File: config.mk
export PLATFORM = sky130hd
export DESIGN_NAME = qdac_seq
export DESIGN_NICKNAME = d
export VERILOG_FILES = /design/src/rtl/qdac_pkg.sv /design/src/rtl/qdac_tick.sv /design/src/rtl/qdac_sine_rom.sv /design/src/rtl/qdac_seq.sv
export SDC_FILE = /design/constraint.sdc
export NUM_CORES = 1
export LEC_CHECK = 0
export ABC_AREA = 0
export BUFFER_PORTS_ARGS = -buffer_cell sky130_fd_sc_hd__buf_2
export CAP_MARGIN = 10
export CELL_PAD_IN_SITES_DETAIL_PLACEMENT = 1
export CELL_PAD_IN_SITES_GLOBAL_PLACEMENT = 2
export CORE_ASPECT_RATIO = 1.1
export CORE_MARGIN = 1
export CORE_UTILIZATION = 37
export CTS_BUF_LIST = sky130_fd_sc_hd__clkbuf_8 sky130_fd_sc_hd__clkbuf_16
export CTS_CLUSTER_SIZE = 16
export DETAILED_ROUTE_END_ITERATION = 10
export PLACE_DENSITY = 0.89
export SYNTH_ARGS = -nofsm -noshare
export SYNTH_HDL_FRONTEND = slang
export SYNTH_SLANG_ARGS = --single-unit
File: constraint.sdc
create_clock -name clk -period 2.3 [get_ports clk]
set_input_delay 0.345 -clock clk [delete_from_list [all_inputs] [get_ports clk]]
set_output_delay 0.345 -clock clk [all_outputs]
set_load 0.01 [all_outputs]
File: src/rtl/qdac_pkg.sv
package qdac_pkg;
  localparam int TBL_AW   = 5;
  localparam int TBL_DEPTH = 1 << TBL_AW;
  localparam int SAMPLE_W = 10;
  localparam int WORD_W   = 16;
  localparam int NUM_CH   = 4;
  localparam int SLOT_W   = $clog2(NUM_CH);

  typedef enum logic [2:0] {
    ST_IDLE,
    ST_STROBE,
    ST_SETUP,
    ST_SHIFT,
    ST_GAP
  } seq_st_e;

  // Slot order on the wire is A, C, B, D; the channel address is the slot index bit-reversed.
  function automatic logic [WORD_W-1:0] make_word(input logic [SLOT_W-1:0] slot,
                                                  input logic [SAMPLE_W-1:0] smp);
    logic [1:0] chan;
    chan = {slot[0], slot[1]};
    return {chan, 1'b0, 1'b1, smp, 2'b00};
  endfunction
endpackage

File: src/rtl/qdac_tick.sv
module qdac_tick #(
  parameter int PRD_W = 16,
  parameter int DIV_W = 8
) (
  input  logic             clk,
  input  logic             rst,
  input  logic [PRD_W-1:0] major_len,
  input  logic [DIV_W-1:0] minor_len,
  output logic             tick
);
  logic [DIV_W-1:0] pre_q;
  logic [PRD_W-1:0] main_q;

  always_ff @(posedge clk) begin
    if (rst) begin
      pre_q  <= '0;
      main_q <= '0;
      tick   <= 1'b0;
    end else begin
      tick <= 1'b0;
      if (pre_q >= minor_len) begin
        pre_q <= '0;
        if (main_q >= major_len) begin
          main_q <= '0;
          tick   <= 1'b1;
        end else begin
          main_q <= main_q + 1'b1;
        end
      end else begin
        pre_q <= pre_q + 1'b1;
      end
    end
  end
endmodule

File: src/rtl/qdac_sine_rom.sv
module qdac_sine_rom
  import qdac_pkg::*;
(
  input  logic              clk,
  input  logic [TBL_AW-1:0] addr,
  output logic [SAMPLE_W-1:0] data
);
  function automatic logic [SAMPLE_W-1:0] entry(input logic [TBL_AW-1:0] a);
    case (int'(a))
      0:  return 10'd512;   1:  return 10'd612;   2:  return 10'd708;   3:  return 10'd796;
      4:  return 10'd873;   5:  return 10'd937;   6:  return 10'd984;   7:  return 10'd1013;
      8:  return 10'd1023;  9:  return 10'd1013;  10: return 10'd984;   11: return 10'd937;
      12: return 10'd873;   13: return 10'd796;   14: return 10'd708;   15: return 10'd612;
      16: return 10'd512;   17: return 10'd412;   18: return 10'd316;   19: return 10'd228;
      20: return 10'd151;   21: return 10'd87;    22: return 10'd40;    23: return 10'd11;
      24: return 10'd1;     25: return 10'd11;    26: return 10'd40;    27: return 10'd87;
      28: return 10'd151;   29: return 10'd228;   30: return 10'd316;   default: return 10'd412;
    endcase
  endfunction

  // Registered read so the table maps onto a block ROM.
  always_ff @(posedge clk) begin
    data <= entry(addr);
  end
endmodule

File: src/rtl/qdac_seq.sv
module qdac_seq
  import qdac_pkg::*;
#(
  parameter int PRD_W      = 16,
  parameter int DIV_W      = 8,
  parameter int SCLK_HALF  = 2,
  parameter int STROBE_CYC = 2,
  parameter int GAP_CYC    = 4
) (
  input  logic             clk,
  input  logic             rst,
  input  logic [PRD_W-1:0] major_len,
  input  logic [DIV_W-1:0] minor_len,
  output logic             ser_clk,
  output logic             ser_dat,
  output logic             frm_n,
  output logic             sel_n,
  output logic             upd_n,
  output logic             busy
);
  localparam int MAX_A = (SCLK_HALF > STROBE_CYC) ? SCLK_HALF : STROBE_CYC;
  localparam int MAX_C = (MAX_A > GAP_CYC) ? MAX_A : GAP_CYC;
  localparam int CNT_W = $clog2(MAX_C + 1);
  localparam int BIT_W = $clog2(WORD_W);
  localparam int OFS_STEP = TBL_DEPTH / NUM_CH;

  logic                tick;
  seq_st_e             st;
  logic [CNT_W-1:0]    cnt;
  logic [BIT_W-1:0]    bits_left;
  logic [SLOT_W-1:0]   slot;
  logic                last_q, pend_q;
  logic [TBL_AW-1:0]   ptr;
  logic [WORD_W-1:0]   shreg, word_nx;
  logic [TBL_AW-1:0]   rd_addr;
  logic [SAMPLE_W-1:0] sample;
  logic                sclk_q, sdo_q, frm_q, sel_q, upd_q;

  qdac_tick #(.PRD_W(PRD_W), .DIV_W(DIV_W)) u_tick (
    .clk(clk), .rst(rst), .major_len(major_len), .minor_len(minor_len), .tick(tick)
  );

  assign rd_addr = ptr + TBL_AW'(int'(slot) * OFS_STEP);

  qdac_sine_rom u_rom (.clk(clk), .addr(rd_addr), .data(sample));

  assign word_nx = make_word(slot, sample);

  always_ff @(posedge clk) begin
    if (rst) begin
      st <= ST_IDLE;  cnt <= '0;  bits_left <= '0;  slot <= '0;
      last_q <= 1'b0; pend_q <= 1'b0; ptr <= '0; shreg <= '0;
      sclk_q <= 1'b0; sdo_q <= 1'b0; frm_q <= 1'b1; sel_q <= 1'b1; upd_q <= 1'b1;
    end else begin
      if (tick && st != ST_IDLE) pend_q <= 1'b1;
      case (st)
        ST_IDLE: if (tick || pend_q) begin
          st <= ST_STROBE;  pend_q <= 1'b0;  upd_q <= 1'b0;
          cnt <= CNT_W'(STROBE_CYC - 1);
        end
        ST_STROBE: if (cnt != '0) cnt <= cnt - 1'b1;
          else begin
            st <= ST_SETUP;  upd_q <= 1'b1;  sel_q <= 1'b0;
          end
        ST_SETUP: begin
          st <= ST_SHIFT;  frm_q <= 1'b0;  sclk_q <= 1'b1;
          sdo_q <= word_nx[WORD_W-1];  shreg <= {word_nx[WORD_W-2:0], 1'b0};
          bits_left <= BIT_W'(WORD_W - 1);  cnt <= CNT_W'(SCLK_HALF - 1);
        end
        ST_SHIFT: if (cnt != '0) cnt <= cnt - 1'b1;
          else begin
            cnt <= CNT_W'(SCLK_HALF - 1);
            if (sclk_q) sclk_q <= 1'b0;
            else if (bits_left == '0) begin
              st <= ST_GAP;  frm_q <= 1'b1;  sdo_q <= 1'b0;
              cnt <= CNT_W'(GAP_CYC - 1);
              last_q <= (slot == SLOT_W'(NUM_CH - 1));
              slot <= slot + 1'b1;
            end else begin
              sclk_q <= 1'b1;  sdo_q <= shreg[WORD_W-1];
              shreg <= {shreg[WORD_W-2:0], 1'b0};  bits_left <= bits_left - 1'b1;
            end
          end
        ST_GAP: if (cnt != '0) cnt <= cnt - 1'b1;
          else if (last_q) begin
            st <= ST_IDLE;  sel_q <= 1'b1;  ptr <= ptr + 1'b1;  last_q <= 1'b0;
          end else begin
            st <= ST_SHIFT;  frm_q <= 1'b0;  sclk_q <= 1'b1;
            sdo_q <= word_nx[WORD_W-1];  shreg <= {word_nx[WORD_W-2:0], 1'b0};
            bits_left <= BIT_W'(WORD_W - 1);  cnt <= CNT_W'(SCLK_HALF - 1);
          end
        default: st <= ST_IDLE;
      endcase
    end
  end

  assign ser_clk = sclk_q;
  assign ser_dat = sdo_q;
  assign frm_n   = frm_q;
  assign sel_n   = sel_q;
  assign upd_n   = upd_q;
  assign busy    = (st != ST_IDLE);


  strobe_excl_chk: assert property (@(posedge clk) disable iff (rst) !upd_q |-> sel_q);

  select_follows_strobe_chk: assert property (@(posedge clk) disable iff (rst) $fell(sel_q) |-> $rose(upd_q));

  frame_in_select_chk: assert property (@(posedge clk) disable iff (rst) !frm_q |-> !sel_q);

  clock_in_frame_chk: assert property (@(posedge clk) disable iff (rst) sclk_q |-> !frm_q);

  data_on_rise_chk: assert property (@(posedge clk) disable iff (rst)
    !$stable(sdo_q) |-> ($rose(sclk_q) || $rose(frm_q)));

  ptr_step_chk: assert property (@(posedge clk) disable iff (rst)
    !$stable(ptr) |-> ($rose(sel_q) && ptr == TBL_AW'($past(ptr) + 1'b1)));

  pending_served_chk: assert property (@(posedge clk) disable iff (rst)
    (pend_q && st == ST_IDLE) |=> (st == ST_STROBE));
endmodule

==> summary.md, run 1 <==
| Metric | Value |
|---|---|
| Status | `complete, no violations` |
| Post-route ant nets | `0` |
| Power Density | `approximately 900 nW/µm²` |
| Postcts setup bufs | `0` |
| Maximum vdd ir drop | `roughly 490 µV` |
| Vias in the first global route | `between 3k and 4k` |
| R2r endpoint | `bits_left[0]` |
| Worst min-delay path class | `input port to flop` |
| Fillers | `~1.4k` |
| Initial DRC Count | `~130` |
| Lkg Pwr | `approximately 2.0 nW` |
| Fmax | `0.469 GHz` |
| DR vias/cell | `around 5.5` |
| Cell Area, Placed | `approximately 4700 µm²` |
| Global route total overflow | `0` |
| Worst r2r src | `cnt[0]` |
| Gate Count Post-Synth | `~510` |
| DP Worst Slack | `around 0.068 ns` |
| Async set or reset register ratio after synthesis | `0` |
| Fin. Hold Viols | `0` |
| CTS tree | `yes` |
| WL/cell | `15.6 µm` |
| CP Capture Type | `flop` |
| Antenna Cells | `0` |
| Final setup margin | `about 0.17 ns` |
| Syn Area/Cell | `8.55 µm²` |
| Seq/Total Area, Yosys | `0.328` |
| Drt total wl | `roughly 11000 µm` |
| Hold buffer count at cts | `0` |
| R2R Setup Slk | `0.17 ns` |
| Nets | `607` |
| DR DRC count | `0` |
| Adder-Cell Fraction of Synth Area | `0.114` |
| Measured slew at the worst slew-check pin | `between 0.7 and 0.8 ns` |
| Area share of the largest cell type after synthesis | `0.328` |
| CP Data Required Time | `~2.5 ns` |
| Top cells by area, synth | `dfxtp_1, ha_1, inv_1` |
| Clock Sinks | `72` |
| Clk_lat worst skew | `approximately 0.33 ns` |
| Crit Path Max Fanout | `16` |
| R2r worst-path depth | `7` |
| Endpoints failing setup | `0` |
| Syn Nets | `579` |
| Share of cells above drive strength 1 | `0.176` |
| Worst-path clk slew | `0.06 ns` |
| Synth unique cells | `67` |
| Max_slew headroom | `0.520` |
| Number of iterations in the first detailed-routing pass | `4` |
| CP Launch Type | `flop` |
| Worst Setup SP | `cnt[0]` |
| Worst path arrival time | `2.33 ns` |
| Final Skew | `just under 0.008 ns` |
| Die area | `approximately 12000 µm²` |
| RSZ-0062 raised after global routing | `no` |
| Initial antenna violation count | `0` |
| Largest net degree at the start of global routing | `35` |
| Total number of vias | `around 3.8k` |
| Core area | `~11000 µm²` |
| Worst setup path endpoint | `bits_left[0]` |
| Cells along the critical path | `inv_1 -> ha_1 -> nand2b_1 -> a211oi_2 -> o22ai_2 -> mux2_2 -> nor2_1` |
| Synth Area in Compound Gates | `0.216` |
| Yosys top cell by area | `dfxtp_1` |
| RePlAce Congestion | `roughly 0.8` |
| Slew Limit Fails | `0` |
| Worst path depth | `7` |
| Chip width | `between 100 and 150 µm` |
| Fin crit period | `2.13 ns` |
| Worst Path Buf+Inv | `1` |
| Cell row count | `a little over 40` |
| Count of port buffers added during placement | `31` |
| H-tree depth | `3` |
| YS warnings | `0` |
| Post-Syn Area | `4390 µm²` |
| Number of synthesized flops with an enable pin | `0` |
| Max_cap viols | `0` |
| Post-synthesis register bit count | `72` |
| Starting Density | `0.382` |
| Most frequent cells in the layout | `dfxtp_1, inv_1, nand2_1` |
| Placed Cells | `slightly below 700` |
| Synthesis-to-finish area growth | `15.0%` |
| CP max-delay cell | `o22ai_2` |
| TritonCTS Buffers | `9` |
| Period utilization | `0.926` |
| Die Height | `between 100 and 150 µm` |
| Multi-input gate area | `2620 µm²` |
| Simple-gate area share of the yosys netlist | `0.200` |
| Gr usage total | `0.191` |
| Max Root-Sink Buffers | `2` |
| First-pass GRT wire length | `18900 µm` |
| Largest family of logic cells by synthesized area | `compound AO/OA/AOI/OAI gates` |
| Largest stage delay on the critical path | `0.62 ns` |
| Register area | `between 1000 and 1500 µm²` |
| Fin Setup TNS | `0 ns` |
| Post-synthesis xor/xnor area fraction | `0.0325` |
| Finished Layout Cells | `between 600 and 700` |
| Num ports | `32` |
| Commonest non-fill, non-tap cell in the layout | `dfxtp_1` |
| HPWL after DPL | `about 7800 µm` |
| Final Power | `4.61 mW` |
| Kind of critical path | `flop to flop` |
| Fin Hold WS | `0.319 ns` |
| Post-route cell area | `just over 5000 µm²` |
| Final core occ | `0.439` |
| Family with the most delay on the worst path | `compound AO/OA/AOI/OAI gates` |
| Clock Tree Root | `clkbuf_16` |
| Synth Flop Type | `dfxtp_1` |
| Post-synthesis mux area share | `0.0334` |
final cells by class:
| class | count | area share |
|---|---|---|
| timing repair buffer | 46 | 0.0580 |
| clock inverter | 6 | 0.0216 |
| inverter | 45 | 0.0335 |
| sequential | 72 | 0.286 |
| clock buffer | 9 | 0.0446 |
| multi-input combinational | 367 | 0.519 |
| tap | 150 | 0.0372 |
logic make-up after synthesis:
| logic type | Yosys count |
|---|---|
| DFF | 72 |
| buffers and inverters | 74 |
| adders and majority gates | 40 |
| muxes | 12 |
| and+or+nand+nor | 170 |
| xor gates and xnor gates | 13 |
| AOI/OAI and AO/OA | 132 |
flip-flops by register name (all words and copies together), names as in the netlist:
| register | count |
|---|---|
| bits_left | 4 |
| cnt | 3 |
| frm_n | 1 |
| last_q | 1 |
| pend_q | 1 |
| ptr | 5 |
| sel_n | 1 |
| ser_clk | 1 |
| ser_dat | 1 |
| shreg | 13 |
| slot | 2 |
| st | 3 |
| u_rom.data | 10 |
| u_tick.main_q | 16 |
| u_tick.pre_q | 8 |
| u_tick.tick | 1 |
| upd_n | 1 |
report_power, final:
part           switching [mW]  leakage, nW  total [mW]  internal (mW)
Combinational           0.891         1.26        1.47          0.583
Sequential              0.177        0.582        1.57           1.39
Clock                   0.516        0.165        1.57           1.05
Total                    1.58         2.00        4.61           3.03
worst register-to-register path: cells and delay by family (launching register included):
kind                     cells  cell delay [ns]
AO/OA/AOI/OAI                2             0.79
flip-flops                   1             0.34
AND/OR/NAND/NOR              2             0.33
multiplexers                 1             0.28
adder cells (fa/ha/maj)      1             0.20
buffers and inverters        1             0.07
layer usage:
metal  vias to the layer above  GRT usage  routed length, µm
met5                         -          0                  0
met4                         0     0.0685                201
met3                        18     0.0234                230
met2                        45      0.356               5490
met1                      1838      0.225               4940
li1                       1898          -                  -
cell usage after synthesis (3+ instances only):
master,count
dfxtp_1,72
inv_1,44
nand2_1,43
nor2_1,42
ha_1,40
a21oi_1,29
nand3_1,28
o21ai_0,18
o31ai_1,15
a31oi_1,13
clkbuf_1,13
a21oi_2,12
or4_1,12
mux2i_1,9
a211oi_1,8
buf_2,7
nand4_1,7
nor3_1,7
xor2_1,7
buf_6,5
nor2b_1,5
o21ai_1,5
and3_1,4
or3_1,4
xnor2_1,4
a211o_1,3
a21o_1,3
worst min path at each step:
stage                       start           to  slack (ns)  depth (start not counted)
global route                  rst  u_tick.tick        0.33                          2
finish                        rst  u_tick.tick        0.32                          2
detailed placement       shreg[3]     shreg[3]        0.45                          2
floorplan                shreg[3]     shreg[3]        0.43                          2
CTS                           rst  u_tick.tick        0.30                          2
global placement    u_rom.data[0]     shreg[3]        0.44                          2
repair_timing:
item,CTS,global route
endpoints found under the setup margin,0,1
hold endpoints to repair,0,0
gates resized for setup,0,1
(Power assumes the default switching activity.)
==> run 2, diff against run 1 <==
- CORE_MARGIN: 1 -> 8
- CORE_UTILIZATION: 37 -> 34
- PLACE_DENSITY: 0.89 -> 0.87
- clock period: 2.3 -> 1.7 ns (I/O delays scaled with it)
==> run 2 against run 1 <==
  * The flow now finishes with violations (negative setup slack)
  * Setup slack got worse by 0.44 ns
  * Global-route usage decreased by 3.6 points
  * Die area increased by 37%
  * Wire length increased by 38%
  * Maximum frequency increased by 8.1%
  * Largest cell class unchanged
==> summary.md, run 2 (synthesized netlist as in run 1, its figures left out) <==
| Metric | Value |
|---|---|
| Slew Limit Fails | `0` |
| Cell Area, Placed | `between 5000 and 6000 µm²` |
| Core area | `12600 µm²` |
| Count of port buffers added during placement | `31` |
| Final core occ | `0.513` |
| Die area | `~17000 µm²` |
| Commonest non-fill, non-tap cell in the layout | `buf_4` |
| Cells along the critical path | `inv_2 -> ha_4 -> nand2b_4 -> a2111o_1 -> a21oi_4 -> buf_12 -> or4_1 -> a21oi_2` |
| Measured slew at the worst slew-check pin | `between 0.4 and 0.5 ns` |
| Clk_lat worst skew | `roughly 0.34 ns` |
| Post-route ant nets | `0` |
| Biggest register | `u_tick.main_q` |
| Initial DRC Count | `about 140` |
| Failing checks | `negative setup slack` |
| Fin. Hold Viols | `0` |
| Worst min-delay path class | `input port to flop` |
| Hold buffer count at cts | `0` |
| Global route total overflow | `0` |
| Chip width | `124 µm` |
| Comb pwr share | `0.515` |
| RePlAce Congestion | `0.845` |
| CP Capture Type | `flop` |
| Placed Cells | `approximately 750` |
| Status | `finished, violations left` |
| Die Height | `around 140 µm` |
| DR DRC count | `0` |
| Crit Path Max Fanout | `29` |
| First-pass GRT wire length | `~22000 µm` |
| Share of cells above drive strength 1 | `0.450` |
| Max Root-Sink Buffers | `2` |
| Worst path arrival time | `approximately 2.2 ns` |
| Fin Setup TNS | `-6.24 ns` |
| Cell row count | `43` |
| Finished Layout Cells | `797` |
| Switching Fraction | `0.366` |
| Vias in the first global route | `about 4.6k` |
| Final Power | `around 8.5 mW` |
| CP Launch Type | `flop` |
| Max reg flops | `16` |
| Total number of vias | `approximately 4.3k` |
| Largest regs | `u_tick.main_q (16), shreg (13), u_rom.data (10)` |
| Net Sw Power | `3.11 mW` |
| Fmax | `0.507 GHz` |
| H-tree depth | `3` |
| Maximum vdd ir drop | `946 µV` |
| Lkg Pwr | `approximately 2.6 nW` |
| Post-route cell area | `6460 µm²` |
| Initial antenna violation count | `0` |
| HPWL after DPL | `9060 µm` |
| Starting Density | `0.349` |
| WL/cell | `18.8 µm` |
| Drt total wl | `around 15000 µm` |
| Clock share of power | `0.238` |
| DP Worst Slack | `-0.353 ns` |
| Gr usage total | `0.154` |
| Period utilization | `1.16` |
| Clock Sinks | `between 70 and 80` |
| RSZ-0062 raised after global routing | `yes` |
| Fin Hold WS | `approximately 0.24 ns` |
| CTS tree | `yes` |
| Num ports | `32` |
| Endpoints failing setup | `between 40 and 50` |
| CP max-delay cell | `or4_1` |
| Fin crit period | `1.97 ns` |
| Fillers | `~1.4k` |
| Seq pwr share | `0.247` |
| Internal power | `between 5 and 6 mW` |
| Nets | `approximately 700` |
| Worst-path clk slew | `about 0.06 ns` |
| CP Data Required Time | `1.97 ns` |
| Number of iterations in the first detailed-routing pass | `4` |
| Final setup margin | `-0.272 ns` |
| TritonCTS Buffers | `9` |
| Largest net degree at the start of global routing | `35` |
| Max_cap viols | `0` |
| Final Skew | `0.0111 ns` |
| Antenna Cells | `0` |
| DR vias/cell | `about 5.4` |
| Largest stage delay on the critical path | `between 0.5 and 0.6 ns` |
| Synthesis-to-finish area growth | `47.2%` |
| Most frequent cells in the layout | `buf_4, dfxtp_1, inv_1` |
| Power Density | `1320 nW/µm²` |
| Clock Tree Root | `clkbuf_16` |
| Kind of critical path | `flop to flop` |
| Max_slew headroom | `0.683` |
## run 2: layer usage
layer | GRT usage | up-vias | wire length, µm
li1 | - | 2082 | -
met1 | 0.163 | 2117 | 6030
met3 | 0.0325 | 31 | 433
met4 | 0.0596 | 0 | 378
met5 | 0 | - | 0
met2 | 0.293 | 65 | 8100
## run 2: area by class of cell
type	instances	area, µm²	area share
Timing Repair Buffer	139	1150	0.178
Clock buffer	13	280	0.0434
Inverter	45	169	0.0262
Tap cell	157	196	0.0304
Multi-Input combinational cell	368	3160	0.490
Sequential cell	72	1460	0.227
Clock inverter	3	38.8	0.00601
## run 2: path summary, 6_finish.rpt
kind / from / endpoint / slack [ns] / depth (start not counted)
max: u_tick.pre_q[0] / u_tick.main_q[4] / -0.27 / 8
min: rst / u_tick.tick / 0.24 / 2
max reg2reg: u_tick.pre_q[0] / u_tick.main_q[4] / -0.27 / 8
min reg2reg: u_rom.data[0] / shreg[3] / 0.48 / 2
## run 2: power groups by stage
stage	logic [mW]	registers (mW)	clock network [mW]
floorplan	1.59	2.03	0
global placement	2.50	2.06	0
detailed placement	2.61	2.07	0
CTS	2.94	2.04	2.07
global route	4.64	2.13	2.13
finish	4.38	2.10	2.02
## run 2: worst max-delay path: cells and delay by family (launching register included)
| family | cells | cell delay [ns] |
|---|---|---|
| buffers and inverters | 2 | 0.22 |
| flip-flops | 1 | 0.33 |
| AND/OR/NAND/NOR | 2 | 0.63 |
| adder cells (fa/ha/maj) | 1 | 0.25 |
| AO/OA/AOI/OAI | 3 | 0.47 |
## run 2: repair_timing
| action | CTS | global route |
|---|---|---|
| setup endpoints to repair | 51 | 58 |
| hold endpoints to repair | 0 | 0 |
| pin swaps | 16 | 51 |
| gates resized for setup | 45 | 99 |
| buffers inserted | 5 | 26 |
| gates cloned | 1 | 3 |
==> run 3, diff against run 2 <==
- ABC_AREA: 0 -> 1
- CORE_UTILIZATION: 34 -> 30
- CTS_CLUSTER_SIZE: 16 -> 24
- PLACE_DENSITY: 0.87 -> 0.85
==> run 3 against run 2 <==
  * The run now ends clean
  * Final cell count increased by 18%
  * Sequential share of layout area increased by 2.0 points
  * Global-route usage decreased by 1.8 points
  * Critical path depth increased by 5
  * First-iteration DRC count decreased by 25%
  * Wire length decreased by 12%
  * Via count increased by 4.0%
  * Setup slack improved by 0.32 ns
  * Total power decreased by 49%
  * Largest cell class unchanged
  * Highest routed layer unchanged
==> summary.md, run 3 <==
| Metric | Value |
|---|---|
| Die area | `between 15000 and 20000 µm²` |
| Fmax | `a little over 0.6 GHz` |
| Chip width | `roughly 130 µm` |
| Worst min-delay path class | `input port to flop` |
| Post-synthesis register bit count | `between 70 and 80` |
| HPWL after DPL | `~9400 µm` |
| Async set or reset register ratio after synthesis | `0` |
| DR DRC count | `0` |
| Final setup margin | `between 0.04 and 0.05 ns` |
| Share of cells above drive strength 1 | `0.249` |
| Post-Syn Area | `~4400 µm²` |
| Internal power | `3.22 mW` |
| Number of synthesized flops with an enable pin | `0` |
| Synth unique cells | `38` |
| Core area | `between 10000 and 15000 µm²` |
| Synthesis-to-finish area growth | `33.9%` |
| Cell Area, Placed | `~5000 µm²` |
| Gate Count Post-Synth | `between 600 and 700` |
| Area share of the largest cell type after synthesis | `0.326` |
| DR vias/cell | `~4.8` |
| Hold buffer count at cts | `0` |
| DP Worst Slack | `-0.115 ns` |
| Initial DRC Count | `approximately 110` |
| Endpoints failing setup | `0` |
| Nets | `around 810` |
| CTS tree | `yes` |
| Most frequent cells in the layout | `nand2_1, inv_1, dfxtp_1` |
| Status | `complete, no violations` |
| Starting Density | `0.307` |
| Max Root-Sink Buffers | `2` |
| Placed Cells | `between 900 and 1k` |
| Kind of critical path | `flop to flop` |
| CP Launch Type | `flop` |
| YS warnings | `0` |
| CP Capture Type | `flop` |
| Synth Flop Type | `dfxtp_1` |
| RePlAce Congestion | `between 0.8 and 0.9` |
| Worst-path clk slew | `about 0.060 ns` |
| Max_cap viols | `0` |
| Fin. Hold Viols | `0` |
| Number of iterations in the first detailed-routing pass | `4` |
| Count of port buffers added during placement | `31` |
| Post-route cell area | `just under 6000 µm²` |
| Net Sw Power | `around 1.1 mW` |
| Clk_lat worst skew | `between 0.3 and 0.4 ns` |
| Syn Nets | `about 730` |
| Top cells by area, synth | `dfxtp_1, nand2_1, ha_1` |
| Clock share of power | `0.487` |
| WL/cell | `between 10 and 15 µm` |
| Max reg flops | `16` |
| Clock Tree Root | `clkbuf_16` |
| Most common cell in the netlist | `nand2_1` |
| Antenna Cells | `0` |
| Biggest register | `u_tick.main_q` |
| Post-synth top cells | `nand2_1, inv_1, dfxtp_1` |
| Yosys top cell by area | `dfxtp_1` |
| H-tree depth | `3` |
| CP Data Required Time | `just under 2 ns` |
| Clock Sinks | `about 70` |
| Post-route ant nets | `0` |
| Gr usage total | `0.137` |
| Crit Path Max Fanout | `7` |
| Num ports | `32` |
| Worst path arrival time | `1.94 ns` |
| Seq/Total Area, Yosys | `0.326` |
| Seq pwr share | `0.400` |
| Commonest non-fill, non-tap cell in the layout | `nand2_1` |
| Global route total overflow | `0` |
| Period utilization | `0.973` |
| Syn Area/Cell | `between 6 and 7 µm²` |
| First-pass GRT wire length | `about 21000 µm` |
| Total number of vias | `4465` |
| Largest net degree at the start of global routing | `33` |
| Drt total wl | `about 13000 µm` |
| Slew Limit Fails | `0` |
| Cell row count | `46` |
| TritonCTS Buffers | `9` |
| Finished Layout Cells | `roughly 940` |
| RSZ-0062 raised after global routing | `yes` |
| Die Height | `143 µm` |
| Final Power | `4.36 mW` |
| Fin crit period | `around 1.7 ns` |
| Max_slew headroom | `0.750` |
| Switching Fraction | `0.262` |
| Measured slew at the worst slew-check pin | `between 0.3 and 0.4 ns` |
| Maximum vdd ir drop | `between 400 and 500 µV` |
| Power Density | `approximately 740 nW/µm²` |
| Largest regs | `u_tick.main_q (16), shreg (13), u_rom.data (10)` |
| Initial antenna violation count | `0` |
| Final Skew | `around 0.0076 ns` |
| Vias in the first global route | `about 4.8k` |
| Comb pwr share | `0.114` |
| Lkg Pwr | `2.72 nW` |
## run 3: final timing paths
path	startpoint	end	slack, ns	cells past startpoint
max	u_tick.pre_q[0]	u_tick.main_q[6]	0.05	13
min	rst	ptr[3]	0.17	2
max reg2reg	u_tick.pre_q[0]	u_tick.main_q[6]	0.05	13
min reg2reg	shreg[7]	shreg[7]	0.46	2
## run 3: cell families after synthesis
| kind of cell | share of synthesized area |
|---|---|
| compound gates | 0.108 |
| xor+xnor | 0.0139 |
| fa+ha+maj | 0.113 |
| buf+inv | 0.108 |
| flops | 0.326 |
| mux | 0.00227 |
| simple gates | 0.329 |
## run 3: routing by layer
metal / wire length (µm) / GRT usage / share of wire / up-vias
met1: 5430 / 0.138 / 0.41 / 2121
met2: 7170 / 0.268 / 0.55 / 42
li1: - / - / - / 2286
met4: 196 / 0.0478 / 0.015 / 0
met5: 0 / 0 / 0 / -
met3: 359 / 0.0327 / 0.027 / 16
## run 3: cell type report
cell class	count	area [µm²]
clock inverter	7	103
sequential	72	1460
multi-input combinational	474	2830
tap	192	240
timing repair buffer	86	691
fill	1828	8470
clock buffer	9	225
inverter	99	372
## run 3: power groups by stage
stage	Sequential (mW)	Clock [mW]	Combinational (mW)
floorplan	1.78	0	0.256
global placement	1.78	0	0.398
detailed placement	1.78	0	0.426
CTS	1.74	2.17	0.439
global route	1.75	2.24	0.555
finish	1.74	2.12	0.496
## run 3: through the flow
stage	hold slack [ns]	utilization	setup TNS (ns)
floorplan	0.403	-	0
global placement	0.412	0.353	-0.133
detailed placement	0.455	0.353	-1.40
CTS	0.169	0.381	0
global route	0.176	0.411	-0.811
finish	0.169	0.411	0
## run 3: critical path: stages (launching register included)
cell       delay, ns
dfxtp_2         0.34
inv_2           0.05
ha_4            0.25
nand2_1         0.05
nor2_1          0.08
nor2_1          0.05
nand2_1         0.08
nand2_2         0.09
nand2_8         0.14
clkbuf_16       0.16
nand2_1         0.05
nand2_1         0.06
nand2_1         0.07
nor2_2          0.09
## run 3: repair_timing
action                     4_1_cts  5_1_grt
setup buffers                    0        3
gates resized for setup         11       68
gates cloned                     1        5
setup endpoints to repair       21       45
pin swaps                        2       25
